File: src/rtl/cmp_pkg.sv
package cmp_pkg;
  typedef enum logic {
    CMP_SIGNED   = 1'b0,
    CMP_UNSIGNED = 1'b1
  } cmp_mode_e;

  typedef struct packed {
    logic gt;
    logic lt;
  } cmp_dec_t;
endpackage

File: src/rtl/cmp_operand_hold.sv
module cmp_operand_hold #(
  parameter int WIDTH = 8
) (
  input  logic             clk,
  input  logic             rst,
  input  logic             load,
  input  logic [WIDTH-1:0] d,
  output logic [WIDTH-1:0] q_eff
);
  logic [WIDTH-1:0] stored;

  always_ff @(posedge clk) begin
    if (rst)       stored <= '0;
    else if (load) stored <= d;
  end

  // transparent while load is high, held value otherwise
  assign q_eff = load ? d : stored;
endmodule

File: src/rtl/cmp_sign_adjust.sv
module cmp_sign_adjust #(
  parameter int WIDTH = 8
) (
  input  cmp_pkg::cmp_mode_e mode,
  input  logic [WIDTH-1:0]   a,
  input  logic [WIDTH-1:0]   b,
  output logic [WIDTH-1:0]   a_adj,
  output logic [WIDTH-1:0]   b_adj
);
  localparam int MSB = WIDTH - 1;
  logic flip;

  assign flip = (mode == cmp_pkg::CMP_SIGNED);

  generate
    if (WIDTH > 1) begin : g_wide
      assign a_adj = {a[MSB] ^ flip, a[MSB-1:0]};
      assign b_adj = {b[MSB] ^ flip, b[MSB-1:0]};
    end else begin : g_narrow
      assign a_adj = a ^ flip;
      assign b_adj = b ^ flip;
    end
  endgenerate
endmodule

File: src/rtl/cmp_magnitude.sv
module cmp_magnitude #(
  parameter int WIDTH = 8
) (
  input  logic [WIDTH-1:0] a,
  input  logic [WIDTH-1:0] b,
  output cmp_pkg::cmp_dec_t dec
);
  logic [WIDTH-1:0] bit_gt;
  logic [WIDTH-1:0] bit_lt;

  genvar i;
  generate
    for (i = 0; i < WIDTH; i++) begin : g_bit
      assign bit_gt[i] = a[i] & ~b[i];
      assign bit_lt[i] = ~a[i] & b[i];
    end
  endgenerate

  // higher bit positions overwrite lower ones
  always_comb begin
    dec.gt = 1'b0;
    dec.lt = 1'b0;
    for (int k = 0; k < WIDTH; k++) begin
      if (bit_gt[k] | bit_lt[k]) begin
        dec.gt = bit_gt[k];
        dec.lt = bit_lt[k];
      end
    end
  end
endmodule

File: src/rtl/cmp_cascade_merge.sv
module cmp_cascade_merge (
  input  logic              clk,
  input  logic              rst,
  input  cmp_pkg::cmp_dec_t local_dec,
  input  logic              cin_gt,
  input  logic              cin_lt,
  output logic              out_gt,
  output logic              out_lt
);
  logic nxt_gt;
  logic nxt_lt;
  logic decided;

  assign decided = local_dec.gt | local_dec.lt;

  always_comb begin
    if (decided) begin
      nxt_gt = local_dec.gt;
      nxt_lt = local_dec.lt;
    end else if (cin_gt & cin_lt) begin
      nxt_gt = 1'b0;
      nxt_lt = 1'b0;
    end else begin
      nxt_gt = cin_gt;
      nxt_lt = cin_lt;
    end
  end

  always_ff @(posedge clk) begin
    if (rst) begin
      out_gt <= 1'b0;
      out_lt <= 1'b0;
    end else begin
      out_gt <= nxt_gt;
      out_lt <= nxt_lt;
    end
  end
endmodule

File: src/rtl/casc_mag_cmp.sv
module casc_mag_cmp #(
  parameter int WIDTH = 8
) (
  input  logic             clk,
  input  logic             rst,
  input  logic             p_load,
  input  logic [WIDTH-1:0] p_in,
  input  logic [WIDTH-1:0] q_in,
  input  logic             unsigned_mode,
  input  logic             casc_gt,
  input  logic             casc_lt,
  output logic             p_gt_q,
  output logic             p_lt_q
);
  logic [WIDTH-1:0]   p_eff;
  logic [WIDTH-1:0]   p_adj;
  logic [WIDTH-1:0]   q_adj;
  cmp_pkg::cmp_mode_e mode;
  cmp_pkg::cmp_dec_t  local_dec;

  assign mode = unsigned_mode ? cmp_pkg::CMP_UNSIGNED : cmp_pkg::CMP_SIGNED;

  cmp_operand_hold #(.WIDTH(WIDTH)) u_hold (
    .clk   (clk),
    .rst   (rst),
    .load  (p_load),
    .d     (p_in),
    .q_eff (p_eff)
  );

  cmp_sign_adjust #(.WIDTH(WIDTH)) u_sign (
    .mode  (mode),
    .a     (p_eff),
    .b     (q_in),
    .a_adj (p_adj),
    .b_adj (q_adj)
  );

  cmp_magnitude #(.WIDTH(WIDTH)) u_mag (
    .a   (p_adj),
    .b   (q_adj),
    .dec (local_dec)
  );

  cmp_cascade_merge u_merge (
    .clk       (clk),
    .rst       (rst),
    .local_dec (local_dec),
    .cin_gt    (casc_gt),
    .cin_lt    (casc_lt),
    .out_gt    (p_gt_q),
    .out_lt    (p_lt_q)
  );
endmodule

File: config.mk
export PLATFORM = sky130hd
export DESIGN_NAME = casc_mag_cmp
export DESIGN_NICKNAME = d
export VERILOG_FILES = /design/src/rtl/cmp_pkg.sv /design/src/rtl/cmp_operand_hold.sv /design/src/rtl/cmp_sign_adjust.sv /design/src/rtl/cmp_magnitude.sv /design/src/rtl/cmp_cascade_merge.sv /design/src/rtl/casc_mag_cmp.sv
export SDC_FILE = /design/constraint.sdc
export NUM_CORES = 1
export LEC_CHECK = 0
export CAP_MARGIN = 20
export CORE_MARGIN = 2
export CORE_UTILIZATION = 48
export CTS_BUF_LIST = sky130_fd_sc_hd__clkbuf_16
export CTS_CLUSTER_SIZE = 8
export DETAILED_ROUTE_END_ITERATION = 16
export PLACE_DENSITY = 0.79
export RECOVER_POWER = 100
export SYNTH_ARGS = -nofsm -noshare
export SYNTH_HDL_FRONTEND = slang
export SYNTH_HIERARCHICAL = 1
export SYNTH_SLANG_ARGS = --single-unit
File: constraint.sdc
create_clock -name clk -period 2.5 [get_ports clk]
set_input_delay 0.25 -clock clk [delete_from_list [all_inputs] [get_ports clk]]
set_output_delay 0.25 -clock clk [all_outputs]
set_load 0.02 [all_outputs]
=== After elaboration in Yosys (flattened, before gate mapping) ===
Cells that the tools add are included.

* Register bits after elaboration: 10
* Word-level logic and storage cells: 62

* Multiplexer cells: 14
* Bitwise logic cells: 45

{| class="wikitable"
|+ Operators with widths
! kind !! count
|-
| 1-bit bitwise AND || 17
|-
| 1-bit NOT || 17
|-
| 2-bit 2-to-1 mux || 8
|-
| 1-bit OR || 9
|-
| 8-bit 2-to-1 mux || 1
|-
| 1-bit 2-to-1 mux || 5
|-
| 1-bit XOR || 2
|}

=== Longest topological paths before layout ===
Gate-level depths: netlist of the first run.

* Depth in word-level cells: 14
* Depth in mapped cells: 11

=== By module ===
Netlist of the first run, hierarchy kept.

{| class="wikitable"
|+ Modules (own cells, without submodules)
! module !! times used !! cells each !! area an instance (um^2) !! seq. area each (um^2)
|-
| cmp_magnitude || 1 || 54 || 404.1 || 0.0
|-
| cmp_operand_hold || 1 || 25 || 341.6 || 160.2
|-
| cmp_sign_adjust || 1 || 16 || 122.6 || 0.0
|-
| cmp_cascade_merge || 1 || 8 || 75.1 || 40.0
|}

=== Worst setup path before layout of the first run ===
OpenSTA, ideal clock, no wires.

* Kind: input -> register
* Start: in p_load
* End: reg u_merge.out_lt
* Arrival: 2.044 ns
* Required time: 2.430 ns
* Path slack: 0.386 ns
* Cell stages on the path: 10
* Cells stage by stage: buf_6 -> mux2_4 -> buf_4 -> inv_1 -> ha_1 -> o221a_2 -> nand2_1 -> a41oi_1 -> or3b_1 -> a21oi_1

{| class="wikitable"
|+ RTL lines
! element !! line !! text
|-
| start: declaration || casc_mag_cmp.sv:6 || <nowiki>input logic p_load,</nowiki>
|-
| end signal: assignment || cmp_cascade_merge.sv:35 || <nowiki>out_lt <= nxt_lt;</nowiki>
|-
| end: declaration || cmp_cascade_merge.sv:8 || <nowiki>output logic out_lt</nowiki>
|}

==> results of run 1 <==
cells by family after synthesis:
family                   after synthesis  synth area share [%]
buffers and inverters                 32                  19.1
AND/OR/NAND/NOR                       25                  16.0
adder cells (fa/ha/maj)               14                  18.6
AO/OA/AOI/OAI                         12                  10.5
flip-flops                            10                  21.2
multiplexers                           8                  12.7
XOR/XNOR                               2                  1.86
area by class of cell:
| cell class | instances | area [um^2] |
|---|---|---|
| fill | 142 | 622 |
| timing repair buffer | 36 | 339 |
| clock buffer | 3 | 75.1 |
| inverter | 17 | 63.8 |
| sequential | 10 | 200 |
| tap | 27 | 33.8 |
| multi-input combinational | 61 | 568 |
placed cells by master (no fill, tap or decap), drive strengths merged:
| cell | instances |
|---|---|
| clkdlybuf4s50 | 18 |
| a31o | 1 |
| and2 | 1 |
| dlygate4sd3 | 4 |
| nor2 | 2 |
| buf | 12 |
| o21ai | 4 |
| nand3b | 3 |
| o221ai | 2 |
| nand2b | 2 |
| a21oi | 2 |
| nand2 | 4 |
| mux2 | 8 |
| or2b | 1 |
| o221a | 1 |
| or3b | 2 |
| dlymetal6s2s | 1 |
| clkbuf | 4 |
| ha | 14 |
| inv | 17 |
| nand3 | 2 |
| dfxtp | 10 |
| xnor2 | 2 |
| a41oi | 2 |
| nor2b | 8 |
sequential cells by signal, indices dropped and copies added, names as in the netlist:
register and flops:
u_hold/stored 8, u_merge/out_gt 1, u_merge/out_lt 1
power by group through the flow:
| stage | registers (W) | logic [W] | clock network, W |
|---|---|---|---|
| detailed placement | 0.000181 | 0.000237 | 0 |
| floorplan | 0.000188 | 0.000141 | 0 |
| global placement | 0.000180 | 0.000226 | 0 |
| global route | 0.000179 | 0.000264 | 0.000279 |
| finish | 0.000178 | 0.000241 | 0.000268 |
| CTS | 0.000178 | 0.000241 | 0.000275 |
worst min-delay path: stages (launching register included):
cell and delay, ns:
dfxtp_1 0.31, mux2_4 0.15, nor2b_1 0.12
metal layers:
layer | global-route usage (%) | wire, um
met2 | 29.9 | 991
met3 | 1.23 | 24
met1 | 19.6 | 855
met4 | 8.57 | 38
met5 | 0 | 0
per-stage QoR:
stage          TNS [ns]  power, W
6_report              0  0.000687
3_5_place_dp     -0.525  0.000417
4_1_cts               0  0.000694
5_1_grt               0  0.000723
2_1_floorplan         0  0.000330
3_3_place_gp     -0.234  0.000406
what timing repair did:
item                                   in CTS  in global routing
gates resized for setup                     2                  4
setup endpoints to repair                   2                  2
endpoints found under the hold margin       0                  0
pin swaps                                   0                  3
hold buffers                                0                  0
setup buffers                               0                  1
worst paths after layout:
path,start,end,cells after the start
setup / recovery,p_in[2],u_merge/out_lt,9
hold / removal,u_hold/stored[0],u_hold/stored[0],2
setup reg to reg,u_hold/stored[4],u_merge/out_gt,8
hold reg to reg,u_hold/stored[0],u_hold/stored[0],2
==> flow_summary.toml, run 1 <==
[status]
status = "finished, final reports clean"

[placed_design]
dp.cells = 150
dpl_cell_area_mm2 = 0.00119
dp_slack_ns = -0.290
dp_hpwl_um = 1560
portBuffers = 23
routabilityCongestion = 0.828

[cts]
clock_sinks = 10
cts_made_buffers = 3
cts_tree = "yes"
clock_latency_ns = 0.23
clk_pin_slew_ns = 0.04
htree_levels = 1
root_buffer = "clkbuf_16"
cts_buffer_depth = 2

[synthesis]
synth_area_um2 = 943
synth_fp_nets = 139
ys_top_cells_by_area = "dfxtp_1, ha_1, mux2_4"
synth_largest_area_cell = "dfxtp_1"
ys_dominant_reg_cell = "dfxtp_1"
ys_seq_area_share_pct = 21.2
yosysTopAreaCellShare_pct = 21.2
ys_async_sr_fraction_pct = 0
ys_warn_count = 6
synthCells = 103
yosysMostFrequentCell = "inv_1"
synth_edf_count = 0
avgSynthCellArea_um2 = 9.16
ys_ff_latch = 10
synthDistinctLibCells = 24
synth_common_cells = "inv_1, buf_4, ha_1"

[critical_path]
path_max_fanout = 3
slowest_stage = "dlygate4sd3_1"
cp_num_buf_inv = 2
end_kind = "flop"
cpLargestDelayFamily = "buffers and inverters"
path_cells = "dlygate4sd3_1 -> mux2_4 -> inv_1 -> ha_1 -> o221a_2 -> nand2_1 -> a41oi_1 -> or3b_1 -> a21oi_1"
crit_path_max_incr_delay_ns = 0.54
crit_arrival_ns = 2.44
r2r_slack_ns = 0.40
crit_type = "input port to flop"
cp-start-kind = "input port"
required_ns = 2.66

[power_and_ir_drop]
switchingPower_w = 0.000170
clockPowerShare_pct = 39.0
ir_drop_mv = 0.589
intPower_w = 0.000517
seq_power_share_pct = 25.9
p_comb_share_pct = 35.1
leakage_nw = 0.605
p_sw_share_pct = 24.8
power.density_mw_per_mm2 = 537

[timing]
slew_violations = 0
max_freq_ghz = 0.438
rsz0062_at_grt = "false"
timing.final.hold_violations = 0
fin_skew_ns = 0.00119
finalWorstSetupSlack_ns = 0.216
slew_headroom_pct = 75.8
post-route-period-util_pct = 91.4
worst_pin_slew_ns = 0.361
setup_violations = 0
post-route-min-period_ns = 2.28
whs_ns = 0.619

[routing]
vias = 729
drc = 0
first_pass_iters = 4
drt_iter0_drc = 4
wire_per_inst_um = 12.4
ant_nets = 0
totalWireLength_um = 1910
via_per_inst = 4.73

[die]
core_mm2 = 0.00190
start_util_pct = 49.6
die_y_um = 48.3
ios = 24
die_area_mm2 = 0.00234
rows = 16
die_x_um = 48.3

[min_path]
hold_class = "flop to flop"

[run]
maxCapViolCount = 0

[global_route]
grt.total_usage_pct = 16.5
gr-total-overflow = 0
grt_antenna_before_repair = 0
grt_max_degree = 11
grt_pass1_vias = 699
grt_pass1_wl_um = 3020

[finish]
drive_above_1_share_pct = 20.5
final_cells = 154
syn_to_final_growth_pct = 35.7
final_nets = 165
final_util_pct = 67.3
antennaDiodeCount = 0
stdcell_area_mm2 = 0.00128
No activity file was read; power rests on OpenSTA's default activity.
==> run 2, diff against run 1 <==
==> constraint.sdc (replaced) <==
create_clock -name clk -period 2.5 [get_ports clk]
set_input_delay 0.375 -clock clk [delete_from_list [all_inputs] [get_ports clk]]
set_output_delay 0.375 -clock clk [all_outputs]
set_load 0.02 [all_outputs]
==> run 2 against run 1 <==
Critical endpoint is now u_merge/out_gt. Critical path depth up 1. Flip-flop and latch count stayed put. Sequential power about the same. Critical path type unchanged. Sequential share of layout area about the same. Routed wire length is 7.9% lower. Clock skew is 0.00059 ns lower. Utilization grew 0.066 points.
==> flow_summary.toml, run 2 (synthesis results as in run 1) <==
[finish]
final_cell_mix = "clkdlybuf4s50_1, inv_1, ha_1"
multi_input_area_um2 = 588
largestRegisters = "u_hold/stored: 8 flops, u_merge/out_gt: 1 flops, u_merge/out_lt: 1 flops"
final_common_cell = "clkdlybuf4s50_1"
antennaDiodeCount = 0
max_flop_register = "u_hold/stored"
largest_register_ffs = 8
final_nets = 164
fillers = 153
syn_to_final_growth_pct = 35.8
drive_above_1_share_pct = 19.8
regArea_um2 = 200
final_util_pct = 67.4
stdcell_area_mm2 = 0.00128

[power_and_ir_drop]
power.density_mw_per_mm2 = 536
clockPowerShare_pct = 38.7
switchingPower_w = 0.000169
seq_power_share_pct = 25.9
ir_drop_mv = 0.901
leakage_nw = 0.589
intPower_w = 0.000518
p_comb_share_pct = 35.4
p_sw_share_pct = 24.6

[cts]
clock_latency_ns = 0.23
cts_buffer_depth = 2
htree_levels = 1
clock_sinks = 10
cts_made_buffers = 3
root_buffer = "clkbuf_16"
cts_tree = "yes"
clk_pin_slew_ns = 0.04
post-cts-setup-buffer-count = 0

[global_route]
grt.total_usage_pct = 16.8
grt_pass1_vias = 720
gr-total-overflow = 0
grt_max_degree = 11
grt_antenna_before_repair = 0
grt_pass1_wl_um = 3100

[critical_path]
end_kind = "flop"
crit_arrival_ns = 2.48
required_ns = 2.65
slowest_stage = "or3b_1"
crit_type = "input port to flop"
path_cells = "dlygate4sd2_1 -> buf_12 -> mux2_1 -> xnor2_2 -> inv_1 -> ha_4 -> buf_4 -> a41oi_2 -> or3b_1 -> a21oi_2"
cp-start-kind = "input port"
path_max_fanout = 8
crit_path_max_incr_delay_ns = 0.38

[run]
maxCapViolCount = 0

[routing]
first_pass_iters = 3
via_per_inst = 4.58
wire_per_inst_um = 11.5
drc = 0
ant_nets = 0
totalWireLength_um = 1760
drt_iter0_drc = 5
vias = 700

[die]
start_util_pct = 49.6
die_x_um = 48.3
die_area_mm2 = 0.00234
ios = 24
core_mm2 = 0.00190
rows = 16
die_y_um = 48.3

[placed_design]
portBuffers = 23
dpl_cell_area_mm2 = 0.00119
routabilityCongestion = 0.828
dp_hpwl_um = 1520

[timing]
slew_headroom_pct = 76.0
post-route-min-period_ns = 2.33
rsz0062_at_grt = "false"
setup_violations = 0
worst_pin_slew_ns = 0.359
slew_violations = 0
max_freq_ghz = 0.429
whs_ns = 0.611
fin_skew_ns = 0.000599
timing.final.hold_violations = 0
post-route-period-util_pct = 93.2

[min_path]
hold_class = "flop to flop"

[status]
status = "finished, final reports clean"
==> run 2: changes by cell type in the layout (fill, tap and decap cells not counted), moves of 2 or more <==
| cell | previous run | this run |
|---|---|---|
| buf_4 | 11 | 8 |
| clkdlybuf4s50_1 | 18 | 20 |
| dlygate4sd3_1 | 4 | 2 |
| clkbuf_1 | 1 | 3 |
==> run 2: through the flow <==
| stage | worst slack, ns | power, W | setup TNS [ns] | cells |
|---|---|---|---|---|
| floorplan | 0.261 | 0.000330 | 0 | 103 |
| global placement | -0.242 | 0.000406 | -0.482 | 150 |
| detailed placement | -0.397 | 0.000416 | -0.738 | 150 |
| CTS | 0.202 | 0.000704 | 0 | 153 |
| global route | 0.0710 | 0.000727 | 0 | 153 |
| finish | 0.170 | 0.000686 | 0 | 153 |
==> run 2: path summary, 6_finish.rpt <==
check                         from          endpoint  slack (ns)  depth (start not counted)
setup reg to reg  u_hold/stored[7]    u_merge/out_gt        0.47                          8
setup / recovery            p_load    u_merge/out_gt        0.17                         10
hold reg to reg   u_hold/stored[0]  u_hold/stored[0]        0.61                          2
hold / removal    u_hold/stored[0]  u_hold/stored[0]        0.61                          2
==> run 2: timing repair <==
item | 4_1_cts | 5_1_grt
endpoints found under the setup margin | 2 | 0
endpoints found under the hold margin | 0 | 0
hold buffers | 0 | 0
resized for setup | 6 | 0
==> run 2: power groups by stage <==
stage | combinational (W) | clock, W | sequential (W)
5_1_grt | 0.000267 | 0.000281 | 0.000179
4_1_cts | 0.000252 | 0.000274 | 0.000178
6_report | 0.000243 | 0.000266 | 0.000178
3_3_place_gp | 0.000226 | 0 | 0.000180
3_5_place_dp | 0.000236 | 0 | 0.000181
2_1_floorplan | 0.000141 | 0 | 0.000188
==> run 2: routing by layer <==
metal  up-vias  GRT usage [%]  part of all wire (%)
li1        371              -                     -
met1       320           20.5                    46
met2         7           31.0                    52
met3         2           1.23                   1.0
met4         0           5.71                   1.5
met5         -              0                     0
==> run 2: layout make-up <==
class / count / area share, %
Timing Repair Buffer: 35 / 25.0
Inverter: 17 / 4.98
Clock buffer: 3 / 5.86
Tap cell: 27 / 2.64
Multi-Input combinational cell: 61 / 45.9
Sequential cell: 10 / 15.6
==> run 2: critical path, delay by kind of cell <==
kind	cells	cell delay [ns]
fa+ha+maj	1	0.29
compound gates	2	0.27
simple gates	1	0.38
mux	1	0.36
buf+inv	4	0.61
xor+xnor	1	0.19
